$ cat src/rtl/lock_pkg.sv
package lock_pkg;

  // Nominal thresholds at a 200 MHz sampling clock (5 ns per tick)
  localparam int DEFAULT_TIGHT_TICKS = 3;
  localparam int DEFAULT_LOOSE_TICKS = 5;

  typedef enum logic {
    ST_IDLE = 1'b0,
    ST_MEAS = 1'b1
  } meterState_t;

  // Strobes from the sequencer to the phase meter
  typedef struct packed {
    logic start;     // first edge seen alone: load counter, latch leader
    logic step;      // measurement running, no finish this cycle
    logic evalZero;  // both edges together while idle: error is zero
    logic evalMeas;  // trailing edge arrived: error is the counter value
    logic evalSat;   // counter saturated without a trailing edge
  } meterStrobe_t;

endpackage

$ cat src/rtl/lock_phase_meter.sv
module lock_phase_meter
  import lock_pkg::*;
#(
  parameter int TICK_W = 8
) (
  input  logic              clk,
  input  logic              rst,
  input  meterStrobe_t      stb,
  input  logic              refEdge,
  input  logic              fbEdge,
  input  logic [TICK_W-1:0] tightThresh,
  input  logic [TICK_W-1:0] looseThresh,
  output logic              otherEdge,
  output logic              atSat,
  output logic              cmpValid,
  output logic              cmpGood,
  output logic              cmpBad
);

  localparam logic [TICK_W-1:0] SAT_TICKS = {TICK_W{1'b1}};

  logic [TICK_W-1:0] tickCnt;
  logic              leaderIsRef;
  logic [TICK_W-1:0] errTicks;

  always_ff @(posedge clk) begin
    if (rst) begin
      tickCnt     <= '0;
      leaderIsRef <= 1'b0;
    end else if (stb.start) begin
      tickCnt     <= {{(TICK_W-1){1'b0}}, 1'b1};
      leaderIsRef <= refEdge;
    end else if (stb.step) begin
      tickCnt <= tickCnt + 1'b1;
    end
  end

  always_comb begin
    otherEdge = leaderIsRef ? fbEdge : refEdge;
    atSat     = (tickCnt == SAT_TICKS);
    errTicks  = stb.evalZero ? '0 : tickCnt;
    cmpValid  = stb.evalZero | stb.evalMeas | stb.evalSat;
    cmpGood   = cmpValid && !stb.evalSat && (errTicks < tightThresh);
    cmpBad    = cmpValid && (stb.evalSat || (errTicks > looseThresh));
  end

endmodule

$ cat src/rtl/lock_sequencer.sv
module lock_sequencer
  import lock_pkg::*;
#(
  parameter int LOCK_SHORT = 3,
  parameter int LOCK_LONG  = 5,
  parameter int GCNT_W     = $clog2(LOCK_LONG + 1)
) (
  input  logic              clk,
  input  logic              rst,
  input  logic              refEdge,
  input  logic              fbEdge,
  input  logic              precisionSel,
  input  logic              otherEdge,
  input  logic              atSat,
  input  logic              cmpValid,
  input  logic              cmpGood,
  input  logic              cmpBad,
  output meterStrobe_t      stb,
  output logic              lockFlag,
  output logic [GCNT_W-1:0] goodCnt
);

  localparam logic [GCNT_W:0] NEED_SHORT = (GCNT_W+1)'(LOCK_SHORT);
  localparam logic [GCNT_W:0] NEED_LONG  = (GCNT_W+1)'(LOCK_LONG);

  meterState_t     state;
  meterState_t     nextState;
  logic [GCNT_W:0] needCnt;
  logic [GCNT_W:0] goodNext;

  // Measurement sequencing
  always_comb begin
    stb       = '0;
    nextState = state;
    unique case (state)
      ST_IDLE: begin
        if (refEdge && fbEdge) begin
          stb.evalZero = 1'b1;
        end else if (refEdge || fbEdge) begin
          stb.start = 1'b1;
          nextState = ST_MEAS;
        end
      end
      ST_MEAS: begin
        if (otherEdge) begin
          stb.evalMeas = 1'b1;
          nextState    = ST_IDLE;
        end else if (atSat) begin
          stb.evalSat = 1'b1;
          nextState   = ST_IDLE;
        end else begin
          stb.step = 1'b1;
        end
      end
      default: nextState = ST_IDLE;
    endcase
  end

  always_ff @(posedge clk) begin
    if (rst) state <= ST_IDLE;
    else     state <= nextState;
  end

  // Lock qualification with hysteresis
  always_comb begin
    needCnt  = precisionSel ? NEED_LONG : NEED_SHORT;
    goodNext = {1'b0, goodCnt} + 1'b1;
  end

  always_ff @(posedge clk) begin
    if (rst) begin
      lockFlag <= 1'b0;
      goodCnt  <= '0;
    end else if (cmpValid) begin
      if (lockFlag) begin
        goodCnt <= '0;
        if (cmpBad) lockFlag <= 1'b0;
      end else if (cmpGood) begin
        if (goodNext >= needCnt) begin
          lockFlag <= 1'b1;
          goodCnt  <= '0;
        end else begin
          goodCnt <= goodNext[GCNT_W-1:0];
        end
      end else begin
        goodCnt <= '0;
      end
    end
  end

endmodule

$ cat src/rtl/pll_lock_qualifier.sv
module pll_lock_qualifier
  import lock_pkg::*;
#(
  parameter int TICK_W     = 8,
  parameter int LOCK_SHORT = 3,
  parameter int LOCK_LONG  = 5
) (
  input  logic              clk,
  input  logic              rst,
  input  logic              refEdge,
  input  logic              fbEdge,
  input  logic              precisionSel,
  input  logic [TICK_W-1:0] tightThresh,
  input  logic [TICK_W-1:0] looseThresh,
  output logic              lockFlag
);

  localparam int GCNT_W = $clog2(LOCK_LONG + 1);

  meterStrobe_t      meterStb;
  logic              otherEdge;
  logic              atSat;
  logic              cmpValid;
  logic              cmpGood;
  logic              cmpBad;
  logic [GCNT_W-1:0] goodCnt;

  lock_phase_meter #(.TICK_W(TICK_W)) meter (
    .clk(clk), .rst(rst), .stb(meterStb),
    .refEdge(refEdge), .fbEdge(fbEdge),
    .tightThresh(tightThresh), .looseThresh(looseThresh),
    .otherEdge(otherEdge), .atSat(atSat),
    .cmpValid(cmpValid), .cmpGood(cmpGood), .cmpBad(cmpBad)
  );

  lock_sequencer #(
    .LOCK_SHORT(LOCK_SHORT), .LOCK_LONG(LOCK_LONG), .GCNT_W(GCNT_W)
  ) seq (
    .clk(clk), .rst(rst), .refEdge(refEdge), .fbEdge(fbEdge),
    .precisionSel(precisionSel), .otherEdge(otherEdge), .atSat(atSat),
    .cmpValid(cmpValid), .cmpGood(cmpGood), .cmpBad(cmpBad),
    .stb(meterStb), .lockFlag(lockFlag), .goodCnt(goodCnt)
  );

endmodule

$ cat config.mk
export PLATFORM = sky130hd
export DESIGN_NAME = pll_lock_qualifier
export DESIGN_NICKNAME = d
export VERILOG_FILES = /design/src/rtl/lock_pkg.sv /design/src/rtl/lock_phase_meter.sv /design/src/rtl/lock_sequencer.sv /design/src/rtl/pll_lock_qualifier.sv
export SDC_FILE = /design/constraint.sdc
export NUM_CORES = 1
export LEC_CHECK = 0
export ABC_CLOCK_PERIOD_IN_PS = 2500
export BUFFER_PORTS_ARGS = -buffer_cell sky130_fd_sc_hd__buf_2
export CAP_MARGIN = 20
export CORE_AREA = 4 4 54 56
export CTS_CLUSTER_DIAMETER = 120
export DETAILED_ROUTE_END_ITERATION = 6
export DIE_AREA = 0 0 58 60
export GPL_TIMING_DRIVEN = 0
export HOLD_SLACK_MARGIN = 0.15
export PLACE_DENSITY = 0.72
export SYNTH_ARGS = -nofsm -noshare
export SYNTH_HDL_FRONTEND = slang
export SYNTH_HIERARCHICAL = 1
export SYNTH_SLANG_ARGS = --single-unit
$ cat constraint.sdc
create_clock -name clk -period 2.5 [get_ports clk]
set_clock_uncertainty 0.2 [all_clocks]
set_input_delay 0.125 -clock clk [delete_from_list [all_inputs] [get_ports clk]]
set_output_delay 0.125 -clock clk [all_outputs]
set_load 0.01 [all_outputs]
# --- Word level (Yosys, flattened, before mapping) ---
# Index checks and enable logic that the tools add are counted.
word_totals:
  rom_bits: 0
  memories: 0
  reg_bits: 14
  wordCells: 49
  input_bits: 21
  mem_bits_rw: 0
  output_inout_bits: 1
  latch_bits: 0
op_classes:
  n_reduce_logical: 9
  mul: 0
  n_eq_ne: 1
  order_cmp: 3
  shift: 0
  div: 0
  n_bitwise: 3
  muxes: 25
  addsub: 2
op_table:
  columns: ["cell", "n"]
  rows:
  - ["2-to-1 mux 1 bit", 18]
  - ["2-to-1 mux 3 bit", 4]
  - ["adder 8 x 1 -> 8 bit (second input constant)", 1]
  - ["equality test 8 bit (second input constant)", 1]
  - ["greater-than comparator 8 bit", 1]
  - ["less-than comparator 8 bit", 1]
  - ["2-to-1 mux 8 bit", 1]
  - ["adder 3 x 1 -> 4 bit (second input constant)", 1]
  - ["greater-or-equal comparator 4 bit", 1]
  - ["logical AND 1 bit", 4]
  - ["logical OR 1 bit", 2]
  - ["2-to-1 mux 2 bit", 1]
  - ["OR 1 bit", 2]
  - ["one-hot mux 1 bit (2 select lines)", 1]
  - ["nonzero test 2 bit", 1]
  - ["OR reduction 2 bit", 1]
  - ["logical NOT 1 bit", 1]
  - ["inverter 1 bit", 1]

# --- Depth between registers and ports, before layout ---
logic_depth:
  depth_word: 10
  mapped_depth: 12
  depth_no_buf: 11

# --- By module ---
# Netlist, hierarchy kept.
modules_own_cells:
  columns: ["module", "n_inst", "area_each_um2", "cells_per_inst"]
  rows:
  - ["lock_phase_meter", 1, 840.8, 105]
  - ["lock_sequencer", 1, 312.8, 33]

# --- Worst setup path before layout ---
# Ideal clock, no wire load.
synth_path:
  path_kind: "register to register"
  start: "register seq.state"
  end: "register seq.lockFlag"
  setup_time_ns: 0.070
  arrival_time_ns: 2.309
  slack_ns: -0.078
  path_stages_with_launch: 12
  required_ns: 2.230
  synth_period_minus_slack_ns: 2.578
  cell_sequence: "dfxtp_1 > nor2b_1 > clkbuf_1 > nor2b_1 > ha_1 > a21o_1 > a21o_1 > a2111oi_2 > o31a_1 > nand3b_1 > nand2b_1 > a21oi_1"
synth_rtl:
  columns: ["item", "line_no", "rtl"]
  rows:
  - ["from (decl)", "lock_sequencer.sv:26", "meterState_t state;"]
  - ["from (signal assigned)", "lock_sequencer.sv:61", "else state <= nextState;"]
  - ["to (signal assigned)", "lock_sequencer.sv:72", "lockFlag <= 1'b0;"]
  - ["to (signal assigned)", "lock_sequencer.sv:77", "if (cmpBad) lockFlag <= 1'b0;"]
  - ["to (signal assigned)", "lock_sequencer.sv:80", "lockFlag <= 1'b1;"]
  - ["to (decl)", "lock_sequencer.sv:19", "output logic lockFlag,"]

==> flow_summary.json <==
{
  "p_int_uw": 384,
  "drc": 0,
  "clock_latency_ps": 280,
  "p_leak_nw": 0.744,
  "dp_slack_ps": -337,
  "place_inst": 189,
  "ys_seq_area_share_pct": 24.3,
  "startpoint_type": "flip-flop",
  "fp.dieW_um": 58,
  "start_util_pct": 47.4,
  "drv_slew": 0,
  "fin_crit_ps": 2430,
  "finalWorstSetupSlack_ps": 72.3,
  "cp_slowest_stage_delay_ps": 350,
  "die_area_um2": 3480,
  "worst_pin_slew_ps": 379,
  "drive_above_1_share_pct": 28.5,
  "powerDensity_nw_per_um2": 359,
  "avgSynthCellArea_um2": 8.36,
  "core_area_um2": 2430,
  "reg2reg_from": "seq/state",
  "via_per_inst": 5.22,
  "ios": 22,
  "ant_nets": 0,
  "first_iter_violations": 31,
  "pwr-share-clk_pct": 31.0,
  "synth_commonest_cells": "17 x ha_1, 16 x nor2_1, 15 x inv_1",
  "cts_root_buf": "clkbuf_4",
  "synthArstFlopShare_pct": 0,
  "cts.clk_slew.worst_paths_ps": 90,
  "fin_nets": 211,
  "syn-num-nets": 176,
  "hold_viol_final": 0,
  "cts_made_buffers": 3,
  "critPathKind": "flip-flop to flip-flop",
  "routedWlPerCell_um": 12.2,
  "swShare_pct": 27.1,
  "power_frac_seq_pct": 45.2,
  "clock.fmax_mhz": 412,
  "dr.pass1.iters": 4,
  "grt_overflow": 0,
  "cap_violations": 0,
  "fin_total_pwr_uw": 528,
  "synth_top_area_share_pct": 24.3,
  "grt_pass1_vias": 1065,
  "critPathMaxFanout": 7,
  "slew_headroom_pct": 74.7,
  "ff2ff_setup_slack_ps": 70,
  "min-delay-start": "seq/lockFlag",
  "synth.area.top_cells": "dfxtp_1 24%, ha_1 18%, nor2_1 5.2%",
  "rsz0062_at_grt": "yes",
  "syn_inst": 138,
  "grt_pass1_wl_mm": 4.22,
  "grt_usage_pct": 15.7,
  "hpwl_mm": 1.99,
  "fp.dieH_um": 60,
  "reg2reg_to": "seq/goodCnt[0]",
  "synth-seq-cells": 14,
  "hold_path_end": "seq/lockFlag",
  "report.final.setup_viol": 0,
  "p_switching_uw": 143,
  "tritoncts": "yes",
  "slowest_stage": "dfxtp_2",
  "clock_path_buffers": 2,
  "critPathRequiredTime_ps": 2500,
  "cts.sinks": 14,
  "synth.most_common_cell": "ha_1",
  "ys_types": 41,
  "antenna_cells": 0,
  "wl_mm": 2.47,
  "vias": 1055,
  "synth_area_um2": 1150,
  "cts.htree.levels": 1,
  "synth-edff-count": 0,
  "status": "completed",
  "syn2layout_area_growth_pct": 27.4,
  "fin_crit_sh_pct": 97.1,
  "cp_cell_sequence": "nor2b_4 -> buf_6 -> nor2b_1 -> ha_1 -> a2111oi_4 -> o31a_1 -> nand3b_1 -> buf_4 -> o41ai_2",
  "antenna_found_initial": 0,
  "grt_max_degree": 10,
  "end_kind": "flip-flop",
  "cp.arrival_ps": 2430,
  "yosys_warnings": 6,
  "combPwrFrac_pct": 23.8,
  "ir_drop_mv": 0.294,
  "hold_path_depth": 2,
  "hp-class": "flip-flop to flip-flop",
  "fin_cells": 202,
  "post-synth-top-area-cell": "dfxtp_1",
  "io_buffers": 21,
  "reg2regPathDepth": 9,
  "place_congestion": 0.787,
  "setup_tns_ps": 0,
  "num_rows": 18,
  "synth_ff_type": "dfxtp_1"
}
-- cell usage in the layout, fill, tap and decap left out, drive strengths merged, types with 4 or more instances in the layout --
cell type	Yosys	final
inv	15	15
buf	0	27
nand2	8	8
a21oi	6	6
xor2	6	6
dlygate4sd3	0	4
ha	17	17
nand4	5	5
clkbuf	3	6
dfxtp	14	14
nor2b	8	8
nor2	16	16
-- repair_timing --
item,in CTS,in global routing
buffers inserted,4,2
endpoints found under the setup margin,4,4
gates cloned,0,0
hold endpoints to repair,7,0
gates resized for setup,9,5
hold buffers,4,0
pin swaps,3,3
-- logic make-up (layout without fill, tap and decap cells) --
group	count (synthesis)	in the layout	share of synthesized area, %
AND/OR/NAND/NOR	57	57	27.9
AO/OA/AOI/OAI	22	22	15.4
buffers and inverters	18	52	5.96
adder cells (fa/ha/maj)	17	17	18.4
flip-flops	14	14	24.3
XOR/XNOR	7	7	5.31
multiplexers	3	3	2.71
-- stage by stage --
step	hold slack, ps	cell area [um^2]	util, %
2_1_floorplan	-5.93	1150	-
3_3_place_gp	196	1300	53.3
3_5_place_dp	224	1300	53.3
4_1_cts	273	1440	59.3
5_1_grt	301	1470	60.4
6_report	272	1470	60.4
-- metal layers --
| layer | part of all wire [%] | track usage (%) | wire [um] | vias up |
|---|---|---|---|---|
| li1 | - | - | - | 552 |
| met2 | 48 | 28.2 | 1180 | 25 |
| met3 | 5.9 | 3.89 | 145 | 6 |
| met4 | 1.7 | 8.61 | 41 | 0 |
| met1 | 45 | 16.7 | 1100 | 472 |
| met5 | 0 | 0 | 0 | - |
-- final cells by class --
cell class	instances	area, um^2
inverter	15	56.3
tap	30	37.5
multi-input combinational	106	856
sequential	14	282
clock buffer	4	36.3
timing repair buffer	31	194
fill	221	962
buffer	2	8.76
-- power groups by stage --
stage / Sequential (mW) / Clock [mW] / Combinational [mW]
after floorplan: 0.242 / 0 / 0.0708
final: 0.238 / 0.163 / 0.126
after CTS: 0.238 / 0.171 / 0.123
after global routing: 0.240 / 0.181 / 0.141
after global placement: 0.243 / 0 / 0.0995
after detailed placement: 0.243 / 0 / 0.104
-- registers in the layout, indices dropped and copies added, names as in the netlist --
signal	count
seq/state	1
seq/lockFlag	1
meter/tickCnt	8
meter/leaderIsRef	1
seq/goodCnt	3
-- how the worst max path moves through the flow --
stage               depth (start not counted)       from              to  slack, ps
floorplan                                  11  seq/state    seq/lockFlag         20
global placement                           13    refEdge    seq/lockFlag       -310
detailed placement                         13    refEdge  seq/goodCnt[2]       -340
CTS                                        11  seq/state  seq/goodCnt[0]          5
global route                               10  seq/state  seq/goodCnt[0]        -60
finish                                      9  seq/state  seq/goodCnt[0]         70
-- critical path, delay by kind of cell (launching register included) --
family | cells | cell delay [ps]
AO/OA/AOI/OAI | 3 | 730
flip-flops | 1 | 350
buffers and inverters | 2 | 310
adder cells (fa/ha/maj) | 1 | 340
AND/OR/NAND/NOR | 3 | 400
(Power assumes the default switching activity.)
